[src/rtl/smd_pkg.sv]
package smd_pkg;

    typedef enum logic [2:0] {
        MK_NONE = 3'd0,
        MK_F32  = 3'd1,
        MK_F64  = 3'd2,
        MK_I16  = 3'd3,
        MK_I32  = 3'd4
    } mem_kind_e;

    localparam logic [7:0] OPC_GRP_S   = 8'hD8;
    localparam logic [7:0] OPC_GRP_D   = 8'hDC;
    localparam logic [7:0] OPC_GRP_I32 = 8'hDA;
    localparam logic [7:0] OPC_GRP_P   = 8'hDE;
    localparam logic [2:0] MUL_SUBOP   = 3'd1;
    localparam logic [1:0] MOD_DIRECT  = 2'b11;

    typedef struct packed {
        logic      hit;       // a multiply form was recognised
        logic      reg_form;  // second operand is a stack register
        logic      dst_rel;   // destination is slot i rather than slot 0
        logic      pop;       // pop after writeback
        mem_kind_e kind;
        logic [2:0] rel_idx;  // slot i from the ModRM rm field
    } dec_t;

endpackage

[src/rtl/smd_decode.sv]
module smd_decode
    import smd_pkg::*;
(
    input  logic [7:0] opc_i,
    input  logic [7:0] modrm_i,
    output dec_t       dec_o
);

    logic [1:0] mod_f;
    logic [2:0] sub_f;

    assign mod_f = modrm_i[7:6];
    assign sub_f = modrm_i[5:3];

    always_comb begin
        dec_o          = '0;
        dec_o.kind     = MK_NONE;
        dec_o.rel_idx  = modrm_i[2:0];
        if (sub_f == MUL_SUBOP) begin
            if (mod_f != MOD_DIRECT) begin
                dec_o.hit = 1'b1;
                unique case (opc_i)
                    OPC_GRP_S:   dec_o.kind = MK_F32;
                    OPC_GRP_D:   dec_o.kind = MK_F64;
                    OPC_GRP_I32: dec_o.kind = MK_I32;
                    OPC_GRP_P:   dec_o.kind = MK_I16;
                    default:     dec_o.hit  = 1'b0;
                endcase
            end else begin
                dec_o.reg_form = 1'b1;
                unique case (opc_i)
                    OPC_GRP_S: dec_o.hit = 1'b1;
                    OPC_GRP_D: begin
                        dec_o.hit     = 1'b1;
                        dec_o.dst_rel = 1'b1;
                    end
                    OPC_GRP_P: begin
                        dec_o.hit     = 1'b1;
                        dec_o.dst_rel = 1'b1;
                        dec_o.pop     = 1'b1;
                    end
                    default: dec_o.reg_form = 1'b0;
                endcase
            end
        end
    end

endmodule

[src/rtl/smd_rel2phys.sv]
module smd_rel2phys #(
    parameter int PTR_W = 3
) (
    input  logic [PTR_W-1:0] top_i,
    input  logic [2:0]       rel_i,
    output logic [PTR_W-1:0] phys_o
);

    // modulo arithmetic falls out of the pointer width
    assign phys_o = top_i + PTR_W'(rel_i);

endmodule

[src/rtl/smd_tag_probe.sv]
module smd_tag_probe #(
    parameter int NREG  = 8,
    parameter int PTR_W = 3
) (
    input  logic [NREG-1:0]  valid_i,
    input  logic [PTR_W-1:0] idx_i,
    output logic             full_o
);

    assign full_o = valid_i[idx_i];

endmodule

[src/rtl/stk_mul_decode.sv]
module stk_mul_decode
    import smd_pkg::*;
#(
    parameter int              NREG        = 8,
    parameter int              PTR_W       = $clog2(NREG),
    parameter int              RESET_TOP   = 0,
    parameter logic [NREG-1:0] RESET_VALID = '1
) (
    input  logic             clk,
    input  logic             rst_n,
    input  logic             issue_i,
    input  logic [7:0]       opc_i,
    input  logic [7:0]       modrm_i,
    input  logic             wb_i,
    input  logic             wb_rnd_up_i,
    output logic [PTR_W-1:0] src_idx_o,
    output logic [PTR_W-1:0] dst_idx_o,
    output logic [2:0]       mem_kind_o,
    output logic             pend_o,
    output logic             stk_fault_o,
    output logic             c1_o,
    output logic [PTR_W-1:0] top_o,
    output logic [NREG-1:0]  valid_o
);

    localparam int NPORT = 2;   // operand slot 0 and slot i

    typedef struct packed {
        logic [PTR_W-1:0] top;
        logic [NREG-1:0]  valid;
        logic [PTR_W-1:0] src;
        logic [PTR_W-1:0] dst;
        mem_kind_e        kind;
        logic             pend;
        logic             pop;
        logic             fault;
        logic             c1;
    } state_t;

    localparam state_t ST_RST = '{
        top:   PTR_W'(RESET_TOP),
        valid: RESET_VALID,
        src:   '0,
        dst:   '0,
        kind:  MK_NONE,
        pend:  1'b0,
        pop:   1'b0,
        fault: 1'b0,
        c1:    1'b0
    };

    state_t st_q, st_d;
    dec_t   dec;

    logic [2:0]       rel_w  [NPORT];
    logic [PTR_W-1:0] phys_w [NPORT];
    logic             full_w [NPORT];

    logic issue_acc;
    logic uflow;
    logic wb_acc;

    smd_decode u_dec (
        .opc_i   (opc_i),
        .modrm_i (modrm_i),
        .dec_o   (dec)
    );

    for (genvar k = 0; k < NPORT; k++) begin : g_port
        if (k == 0) begin : g_slot0
            assign rel_w[k] = 3'd0;
        end else begin : g_sloti
            assign rel_w[k] = dec.rel_idx;
        end

        smd_rel2phys #(.PTR_W(PTR_W)) u_map (
            .top_i  (st_q.top),
            .rel_i  (rel_w[k]),
            .phys_o (phys_w[k])
        );

        smd_tag_probe #(.NREG(NREG), .PTR_W(PTR_W)) u_probe (
            .valid_i (st_q.valid),
            .idx_i   (phys_w[k]),
            .full_o  (full_w[k])
        );
    end

    assign issue_acc = issue_i && !st_q.pend && dec.hit;
    assign wb_acc    = wb_i && st_q.pend;
    assign uflow     = !full_w[0] || (dec.reg_form && !full_w[1]);

    always_comb begin
        st_d = st_q;
        if (wb_acc) begin
            st_d.valid[st_q.dst] = 1'b1;
            if (st_q.pop) begin
                st_d.valid[st_q.top] = 1'b0;
                st_d.top             = st_q.top + PTR_W'(1);
            end
            st_d.c1   = wb_rnd_up_i;
            st_d.pend = 1'b0;
            st_d.pop  = 1'b0;
        end else if (issue_acc) begin
            st_d.kind  = dec.kind;
            st_d.src   = (dec.reg_form && !dec.dst_rel) ? phys_w[1] : phys_w[0];
            st_d.dst   = dec.dst_rel ? phys_w[1] : phys_w[0];
            st_d.fault = uflow;
            if (uflow) begin
                st_d.c1 = 1'b0;
            end else begin
                st_d.pend = 1'b1;
                st_d.pop  = dec.pop;
            end
        end
    end

    always_ff @(posedge clk or negedge rst_n) begin
        if (!rst_n) begin
            st_q <= ST_RST;
        end else begin
            st_q <= st_d;
        end
    end

    assign src_idx_o   = st_q.src;
    assign dst_idx_o   = st_q.dst;
    assign mem_kind_o  = st_q.kind;
    assign pend_o      = st_q.pend;
    assign stk_fault_o = st_q.fault;
    assign c1_o        = st_q.c1;
    assign top_o       = st_q.top;
    assign valid_o     = st_q.valid;

    // underflow freezes the stack state and launches nothing
    p_uflow_freeze_r7: assert property (@(posedge clk) disable iff (!rst_n)
        (issue_acc && uflow) |=> (stk_fault_o && !pend_o && !c1_o
                                  && $stable(valid_o) && $stable(top_o)));

    p_fault_clears_c1_r7: assert property (@(posedge clk) disable iff (!rst_n)
        stk_fault_o |-> !c1_o);

    // tags move only on an accepted writeback, by at most two bits
    p_tags_need_wb_r8: assert property (@(posedge clk) disable iff (!rst_n)
        !(wb_i && pend_o) |=> $stable(valid_o));

    p_tag_flips_r6: assert property (@(posedge clk) disable iff (!rst_n)
        $countones(valid_o ^ $past(valid_o)) <= 2);

    // pointer moves one step, only on a popping writeback
    p_top_hold_r6: assert property (@(posedge clk) disable iff (!rst_n)
        !(wb_i && pend_o && st_q.pop) |=> $stable(top_o));

    p_top_step_r6: assert property (@(posedge clk) disable iff (!rst_n)
        (wb_i && pend_o && st_q.pop) |=> (top_o == $past(top_o) + PTR_W'(1)));

    // pending work is not disturbed by a new issue
    p_busy_holds_r10: assert property (@(posedge clk) disable iff (!rst_n)
        (pend_o && !wb_i) |=> (pend_o && $stable(src_idx_o)
                               && $stable(dst_idx_o) && $stable(mem_kind_o)));

endmodule

[config.mk]
export PLATFORM = sky130hd
export DESIGN_NAME = stk_mul_decode
export DESIGN_NICKNAME = d
export VERILOG_FILES = /design/src/rtl/smd_pkg.sv /design/src/rtl/smd_decode.sv /design/src/rtl/smd_rel2phys.sv /design/src/rtl/smd_tag_probe.sv /design/src/rtl/stk_mul_decode.sv
export SDC_FILE = /design/constraint.sdc
export NUM_CORES = 1
export LEC_CHECK = 0
export CAP_MARGIN = 15
export CORE_AREA = 10 10 73 69
export DETAILED_ROUTE_END_ITERATION = 12
export DIE_AREA = 0 0 83 79
export GPL_TIMING_DRIVEN = 1
export HOLD_SLACK_MARGIN = 0.03
export PLACE_DENSITY = 0.77
export SYNTH_ARGS = -nofsm -noshare
export SYNTH_HDL_FRONTEND = slang
export SYNTH_HIERARCHICAL = 1
export SYNTH_SLANG_ARGS = --single-unit
[constraint.sdc]
create_clock -name clk -period 3.35 [get_ports clk]
set_input_delay 1.005 -clock clk [delete_from_list [all_inputs] [get_ports clk]]
set_output_delay 1.005 -clock clk [all_outputs]
set_load 0.005 [all_outputs]
# Word-level counts from Yosys, hierarchy flattened

Index checks and enable logic that the tools add are counted.

Add/sub/neg operators: 2
Multipliers: 0
Div/mod/pow operators: 0
Order comparisons: 5
Eq/ne operators: 7
Shifts and indexed selects: 0
Mux-type cells: 25
Bitwise gates (word level): 4
Reduce and logical (&&, ||, !) cells: 21

Operator list:

| cell                                                 | count |
|---|---|
| equality test 8 bit (second input constant)          | 4 |
| < comparator 3 x 4 -> 1 bit (second input constant)  | 3 |
| two-way mux 3 bit                                    | 4 |
| case mux 3 bit (4 select lines)                      | 1 |
| two-way mux 1 bit                                    | 11 |
| bitwise AND 8 bit                                    | 1 |
| two-way mux 8 bit                                    | 1 |
| inverter 8 bit                                       | 1 |
| OR 8 bit                                             | 1 |
| AND reduction 2 bit                                  | 4 |
| logical AND 1 bit                                    | 7 |
| two-way mux 7 bit                                    | 1 |
| binary-select mux 1 bit (select 3 bit)               | 2 |
| demux 1 bit (select 3 bit)                           | 2 |
| >= comparator 3 x 1 -> 1 bit (second input constant) | 2 |
| zero test 1 bit                                      | 4 |
| two-way mux 2 bit                                    | 2 |
| two-way mux 4 bit                                    | 1 |
| nonzero test 2 bit                                   | 2 |
| OR reduction 4 bit                                   | 1 |
| adder 3 x 1 -> 3 bit (second input constant)         | 1 |
| adder 3 bit                                          | 1 |
| equality test 3 x 1 -> 1 bit (second input constant) | 1 |
| OR reduction 3 bit                                   | 1 |
| other kinds (5)                                      | 5 |

Bits in registers: 24
Bits in latches: 0
Bits in writable memories: 0
ROM bits: 0
Input bits: 21
Output and inout port bits: 23
Memories: 0

# Logic depth before layout (Yosys ltp)

Gate-level depths: netlist of the first run.

Depth after elaboration: 10
Gate-level depth with buffers: 9
Mapped depth without buffers: 8

# By module

Netlist of the first run, hierarchy kept.

By module, submodules not included:

| module         | times used | cells each | area an instance (um2) | seq. area each (um2) |
|---|---|---|---|---|
| stk_mul_decode | 1          | 123        | 1,253.7                | 610.6 |
| smd_decode     | 1          | 23         | 127.6                  | 0.0 |
| smd_tag_probe  | 2          | 3          | 63.8                   | 0.0 |
| smd_rel2phys   | 2          | 3          | 56.3                   | 0.0 |

# Least setup slack after synthesis of the first run

OpenSTA, ideal clock, no wires.

Path kind: input -> register
From: input modrm_i[0]
To: register st_q (netlist bit c1_o)
Arrival time: 2.841 ns
Data required time: 3.223 ns
Path slack: 0.382 ns
Stages on the path: 9
Path through: buf_4 > ha_1 > fa_1 > xor3_1 > mux4_1 > mux2_2 > nand2b_1 > a21oi_1 > o21ai_0

RTL lines:

| what                   | line                  | RTL |
|---|---|---|
| start: declaration     | stk_mul_decode.sv:13  | `input logic [7:0] modrm_i,` |
| end signal: assignment | stk_mul_decode.sv:122 | `st_q <= st_d;` |
| end: declaration       | stk_mul_decode.sv:52  | `state_t st_q, st_d;` |

==> impl_summary.md, run 1 <==
Placement
Once detailed placement completed, the half-perimeter wirelength came to 2.99 mm. The cell total after placement is 227. During placement, the flow inserted port buffers numbering 43. The placed instances occupy a cell area of just under 0.002 sq mm. The congestion estimate from routability-driven global placement came to roughly 0.8.

Timing
On the final layout, the worst clock skew is just under 5 ps. The fraction of the cycle the final worst path needs is 0.930. Setup repair after global routing left no endpoint under its margin. The number of setup violations in the final report is 0. The number of max-slew violations in the final report is 0. Summed over all failing endpoints, the final setup total negative slack is 0 ps.

The worst pin sits at a relative slew slack of 0.638. The number of hold violations in the final report was 0. The routed design could run at a clock period as short as between 3000 and 4000 ps.

For the pin with the worst max-slew slack, the measured transition is 539 ps. Timing would allow up to 321 MHz.

Routing
The detailed router finished its first iteration with 114 violations. Detailed routing inserted a total of 1212 vias. The count of nets left with antenna violations after detail routing is 0. The DRC violations left is 0. For this block, the routed nets add up to 3.74 mm of wire. The number of iterations in the first detailed-routing pass is 4. After detailed routing, the average wire length per cell comes to approximately 16 microns. After detailed routing, the number of vias per cell comes to 5.25.

Critical path
The top fanout value on the critical path is 3. The internal reg-to-reg setup slack is approximately 820 ps. The largest single stage delay on the critical path is a little over 400 ps. The worst endpoint data arrival time is around 3300 ps. The worst setup path is launched from an input port. The critical path goes through clkdlybuf4s50_1 -> ha_1 -> fa_1 -> xor3_1 -> mux4_1 -> mux2_2 -> nand2b_1 -> a21oi_1 -> o21ai_0. Counting cells, the worst reg-to-reg path comes to 8. The critical path required time is about 3500 ps.

The count of buffer and inverter cells on the critical path is 1. The setup path with the least slack is of type in2reg. The category of the worst setup path capture point is a flip-flop.

The launching point of the worst reg2reg path is top_o[0]$_DFFE_PN0P_. The slowest cell on the critical path is sky130_fd_sc_hd__clkdlybuf4s50_1. The top cell family by delay on the critical path is adder cells. The capture instance of the worst register-to-register path is c1_o$_DFFE_PN0P_.

Clock tree
TritonCTS built the clock tree. The clock sink count is 24. Buffers added to address setup during post-CTS repair amount to 0.

The post-CTS resize count is 0. TritonCTS created 3 clock buffers. The tree is rooted in a sky130_fd_sc_hd__clkbuf_8.

The number of H-tree branching levels is 1. The register clock-pin slew on the reported worst setup and hold paths is 80 ps. The maximum clock path buffer count is 2. The hold buffer count at cts is 0.

The source-to-sink clock delay at the later pin of the worst-skew pair is 260 ps.

Job
The count of max-cap constraint violations is 0.

Floorplanning
The die boundary height is 79 microns. The core region is 0.00357 sq mm. The total die area is 0.00656 sq mm. The x dimension of the die is about 83 microns.

The count of boundary I/O pins is between 40 and 50. The initial core utilization is 0.454. The number of core rows is 21.

Logic synthesis
The area fraction of the dominant cell type after synthesis is 0.247. The commonest cells after synthesis are sky130_fd_sc_hd__nand2_1 (25), sky130_fd_sc_hd__buf_4 (23), sky130_fd_sc_hd__dfrtp_1 (16), sky130_fd_sc_hd__a21oi_1 (9). Yosys printed 6 warnings. The mean instance size in the synthesized netlist is about 10 sq um. The number of flops mapped to enable cells by yosys is 0. Of all cell types, the one taking the most synthesized area is sky130_fd_sc_hd__dfrtp_1.

The async set-reset flop share out of synthesis is 1.00. The mapped netlist covers 0.00162 sq mm. The number of different library cells used by synthesis comes to 33. The flip-flop and latch count after synthesis is 24. For this run, the register share of the synthesized area comes to 0.377.

The most repeated cell in the gate-level netlist after synthesis is sky130_fd_sc_hd__nand2_1. The primary flip-flop cell chosen by synthesis mapping is sky130_fd_sc_hd__dfrtp_1. Ranked by total cell area, the synthesized netlist is headed by sky130_fd_sc_hd__dfrtp_1 (25%), sky130_fd_sc_hd__dfstp_2 (13%), sky130_fd_sc_hd__buf_4 (11%). The gate count of the mapped netlist is 158.

Global route
The first-pass GRT wire length is 6.31 mm. The global-route usage over all layers is 0.113. Entering global routing, the biggest net connects 25 pins.

The number of global-route vias before repair was about 1300. The total overflow left after global routing is 0. The initial antenna violation count was 0.

Finish
Compared with the post-synthesis result, the final layout area differs by 24.8%. The number of cells in the finished layout apart from fillers is 231. The net count of the finished layout is 212.

With fillers left out, the area of the finished cells amounts to 0.00202 sq mm. Of the cells placed in the final design, the portion with a size suffix greater than 1 is 0.135. The number of diodes is 0.

Power and ir drop
For this design the ratio of total power to cell area is ~310 mW/mm^2. The design draws 619 uW. The highest ir drop seen on vdd is approximately 0.00031 V. Summed over all cells, the static leakage comes to 0.000883 uW.

Run status
The run finished with clean final reports.

Worst hold path
The worst min-delay path startpoint is src_idx_o[1]$_DFFE_PN0P_. The instance count along the most critical hold path is 2. The tightest min-delay check is of the reg2reg type. The path with the worst hold slack has its endpoint at src_idx_o[1]$_DFFE_PN0P_.
[cells in the final DEF (no fill, tap or decap), drive strengths merged, types with 3 or more instances in the layout]
master	count
clkbuf	3
nand3	4
dfrtp	16
ha	3
mux4	4
mux2	3
mux2i	7
nor2	4
conb	3
nor2b	4
a31oi	6
buf	4
dfstp	8
nor3	4
clkdlybuf4s50	43
o21ai	8
a21oi	9
nand2	25
xnor2	3
inv	3
[worst reg2reg max path, stage by stage, from the launching register on]
cell,delay (ps)
sky130_fd_sc_hd__dfrtp_1,500
sky130_fd_sc_hd__ha_1,270
sky130_fd_sc_hd__fa_1,370
sky130_fd_sc_hd__xor3_1,260
sky130_fd_sc_hd__mux4_1,290
sky130_fd_sc_hd__mux2_2,270
sky130_fd_sc_hd__nand2b_1,200
sky130_fd_sc_hd__a21oi_1,170
sky130_fd_sc_hd__o21ai_0,100
[routing by layer]
metal | GRT usage | wire (microns)
met1 | 0.124 | 1500
met2 | 0.207 | 1990
met3 | 0.0408 | 213
met4 | 0.0204 | 30
met5 | 0 | 0
[flip-flops by register name, indices dropped and copies added (netlist names)]
register	flops
pend_o	1
valid_o	8
top_o	3
stk_fault_o	1
c1_o	1
dst_idx_o	3
src_idx_o	3
st_q	1
mem_kind_o	3
[cells by family (layout without fill, tap and decap cells)]
family / Yosys count / in the layout / synth area share
fa+ha+maj: 5 / 5 / 0.0478
flops: 24 / 24 / 0.377
mux: 14 / 14 / 0.129
simple gates: 53 / 53 / 0.176
xor+xnor: 5 / 5 / 0.0455
other cells: 1 / 3 / 0.00231
compound gates: 27 / 27 / 0.0965
buf+inv: 29 / 54 / 0.127
[worst max path at each step]
stage                     startpoint                  end  depth (start not counted)
after CTS                 modrm_i[0]  st_q[2]$_DFFE_PN0P_                          9
after floorplan           modrm_i[0]     c1_o$_DFFE_PN0P_                          9
after global routing      modrm_i[0]  st_q[2]$_DFFE_PN0P_                          9
after detailed placement  modrm_i[0]     c1_o$_DFFE_PN0P_                          9
after global placement    modrm_i[0]     c1_o$_DFFE_PN0P_                          9
final                     modrm_i[0]     c1_o$_DFFE_PN0P_                          9
[where the power goes]
part	switching [uW]	leakage (uW)	internal, uW
Sequential	4.40	0.000305	296
Clock	87.6	0.0000357	160
Combinational	28.0	0.000543	44.4
[area by class of cell]
class / instances / area, sq um
multi-input cells: 107 / 813
fillers: 322 / 1550
clock inverters: 1 / 30.0
inverters: 3 / 11.3
clock buffers: 3 / 41.3
flip-flops and latches: 24 / 611
repair buffers: 47 / 460
well taps: 46 / 57.6
[stage by stage]
step,hold WS [ps],util,worst slack (ps)
5_1_grt,540,0.567,147
6_report,488,0.567,236
4_1_cts,497,0.567,224
2_1_floorplan,447,-,382
3_5_place_dp,478,0.547,-53.9
3_3_place_gp,467,0.547,13.2
No activity file was read; power rests on OpenSTA's default activity.
==> inputs of run 2 (changes only) <==
Settings changed: CAP_MARGIN 15 to 10.
==> results of run 2 <==
Same layout as run 1: the final DEF is identical, and so are final timing and power.
==> inputs of run 3 (changes only) <==
Settings changed: SETUP_SLACK_MARGIN set to 0.3.
==> run 3 against run 2 <==
Against the previous run:
- clock-buffer cell count is the same
- largest cell class unchanged
- critical path type unchanged
- core utilization grew 0.95 points
- clock skew is essentially flat
- via count grew 1.9%
- cell count grew 0.43%
- power grew 0.41%
- largest power group unchanged
==> impl_summary.md, run 3 (synthesized netlist as in run 1, its figures left out) <==
Run status
The flow ran to the end, and the final reports show no timing, DRC or antenna violations.

Timing
The worst relative slew slack is 0.637 (-0.00142). The number of max-slew violations in the final report came to 0 (unchanged). The total negative slack for setup checks came to 0 ps (unchanged). The highest clock rate was 350 MHz (+8.8%). The number of setup violations in the final report was 0 (unchanged).

The clock skew is 4.93 ps (+0.0840 ps). The worst hold margin came to 487 ps (-0.868 ps). Setup repair after global routing left no endpoint under its margin.

The number of hold violations in the final report is 0 (unchanged). The pin slew with the least headroom to its limit came to 541 ps (+2.12 ps). The fraction of the cycle the final worst path needs is 0.854 (-0.0756). The final period demand of the worst path was 2860 ps (-253 ps).

Worst hold path
In this run the worst hold path is classified as reg2reg. The instance count along the most critical hold path is 2 (unchanged).

Global route
The first-pass GRT wire length came to 6.40 mm (+1.3%). The initial antenna violation count is 0 (unchanged). The largest net degree at the start of global routing is 25 (unchanged). The number of global-route vias before repair is 1352 (+2.3%). The sum of overflow across all layers after global routing is 0 (unchanged). The global-route usage over all layers is 0.114 (+0.00129).

Routing
The aggregate routed wire length is 3.80 mm (+1.7%). The number of iterations in the first detailed-routing pass is 4 (unchanged). The number of DRC markers in iteration 0 is 112 (-1.8%). The total vias in the final route is 1235 (+1.9%). The count of nets left with antenna violations after detail routing came to 0 (unchanged).

The post-detailed-route wirelength per cell is 16.4 microns (+1.3%). The DRC violations left is 0 (unchanged). The average vias per placed instance is 5.32 (+1.5%).

Finish
The number of diodes is 0 (unchanged). The share of final-layout standard cells stronger than drive strength 1 is 0.177 (+0.0423). The number of cells in the finished layout apart from fillers is 232 (+0.43%).

The commonest non-fill, non-tap cell in the layout is sky130_fd_sc_hd__clkdlybuf4s50_1. The area growth from synthesis to layout is 26.9%. The number of flip-flops under the largest register name is 8 (unchanged).

The design area is 0.00206 sq mm (+1.7%). The area of the multi-input gates is 837 sq um (+2.9%). In the layout the commonest cells are sky130_fd_sc_hd__clkdlybuf4s50_1 (42), sky130_fd_sc_hd__nand2_1 (25), sky130_fd_sc_hd__dfrtp_1 (16).

The net count of the finished layout was 213 (+0.47%). The number of inserted filler cells in the final layout is 321 (-0.31%). The total area of sequential cells is 611 sq um (unchanged).

Floorplanning
The count of boundary I/O pins is 44 (unchanged). The initial core utilization came to 0.454 (unchanged). The die boundary height is 79 microns (unchanged). The x dimension of the die is 83 microns (unchanged).

The core footprint is 0.00357 sq mm (unchanged). The number of core rows is 21 (unchanged). The total die area was 0.00656 sq mm (unchanged).

Placement
The cell area after placement is 0.00195 sq mm (unchanged). The quantity of I/O buffers inserted on ports was 43 (unchanged). The final weighted congestion of routability-driven global placement was 0.813 (unchanged).

The cell total after placement is 227 (unchanged). The detailed-placement wirelength estimate is 2.99 mm (unchanged).

Critical path
Walking the worst path, the cells encountered are clkdlybuf4s50_1 -> nand4_1 -> or3_1 -> a311oi_1 -> and3b_2 -> nand3_4 -> mux2i_1. The critical path required time is 3510 ps (about the same). The worst setup path is launched from an input port. The category of the worst setup path capture point is a flip-flop. The maximum cell stage delay along the critical path was 490 ps (+80 ps). The cell depth of the worst flop-to-flop path is 8 (unchanged). The logic depth of the worst setup path including buffers is 7 (-2). The slowest stage of the critical path belongs to the cell sky130_fd_sc_hd__a311oi_1.

The worst endpoint data arrival time came to 3020 ps (-240 ps). The top cell family by delay on the critical path is simple AND/OR/NAND/NOR gates. The top fanout value on the critical path is 7 (+4).

The count of buffer and inverter cells on the critical path is 1 (unchanged). The path type of the worst setup path is in2reg.

Power and ir drop
The combinational share of power was 0.120 (+0.003). The share of power burned in registers was 0.482 (-0.002). The highest ir drop seen on vdd is 0.000313 V (about the same). The switching power share of the total is 0.195 (+0.00102).

The total power is 622 uW (+0.41%). The portion of total power attributed to the clock network is 0.398 (about the same). The total power divided by cell area is 302 mW/mm^2 (-1.2%). The power dissipated by switching net loads is 121 uW (+0.94%). The leakage power summed over all cells is 0.000890 uW (+0.81%). The cell-internal power is 501 uW (+0.28%).

Clock tree
The clock root buffer is sky130_fd_sc_hd__clkbuf_8. The clock sink count came to 24 (unchanged). The register clock-pin slew on the reported worst setup and hold paths is 80 ps (about the same). The hold buffer count at cts was 0 (unchanged).

The maximum clock path buffer count is 2 (unchanged). TritonCTS built the clock tree. The total clock buffers created by CTS was 3 (unchanged).

The number of H-tree branching levels is 1 (unchanged). The source-to-sink clock delay at the later pin of the worst-skew pair is 260 ps (about the same).

Job
The count of max-cap constraint violations is 0 (unchanged).
run 3: changes by cell type in the layout (fill, tap and decap cells not counted), sizes merged:
cell / before / now
clkdlybuf4s50: 43 / 42
dlymetal6s2s: 0 / 1
buf: 4 / 5
run 3: worst paths after layout:
check,to,startpoint,slack [ps]
setup / recovery,st_q[2]$_DFFE_PN0P_,opc_i[6],490
setup reg to reg,c1_o$_DFFE_PN0P_,top_o[0]$_DFFE_PN0P_,940
max in group asynchronous,valid_o[3]$_DFFE_PN1P_,rst_n,1970
hold / removal,src_idx_o[1]$_DFFE_PN0P_,src_idx_o[1]$_DFFE_PN0P_,490
min in group asynchronous,dst_idx_o[1]$_DFFE_PN0P_,rst_n,1090
hold reg to reg,src_idx_o[1]$_DFFE_PN0P_,src_idx_o[1]$_DFFE_PN0P_,490
run 3: per-stage QoR:
stage / util / worst slack (ps)
2_1_floorplan: - / 382
3_3_place_gp: 0.547 / 13.2
3_5_place_dp: 0.547 / -53.9
4_1_cts: 0.571 / 317
5_1_grt: 0.576 / 373
6_report: 0.576 / 489
run 3: layout make-up:
type,instances,area share
multi-input combinational,107,0.407
sequential,24,0.297
timing repair buffer,48,0.229
tap,46,0.0280
clock buffer,3,0.0201
clock inverter,1,0.0146
inverter,3,0.00547
run 3: timing repair:
item                                    CTS  global route
resized for setup                         4             5
endpoints found under the setup margin    3             5
pin swaps                                 2             1
setup buffers                             1             0
run 3: power by group through the flow:
stage,clock network [uW],logic (uW),registers [uW]
final,247,74.7,300
after CTS,250,74.7,300
after floorplan,0,31.9,304
after detailed placement,0,73.0,305
after global placement,0,70.8,305
after global routing,267,82.2,301
run 3: worst min-delay path: stages, from the launching register on:
cell and delay [ps]:
sky130_fd_sc_hd__dfrtp_1 350, sky130_fd_sc_hd__nand2_1 50, sky130_fd_sc_hd__o21ai_0 60
run 3: layer usage:
metal / global-route usage / share of wire
met1: 0.126 / 0.41
met5: 0 / 0
met3: 0.0408 / 0.064
met4: 0.0204 / 0.0079
met2: 0.210 / 0.52
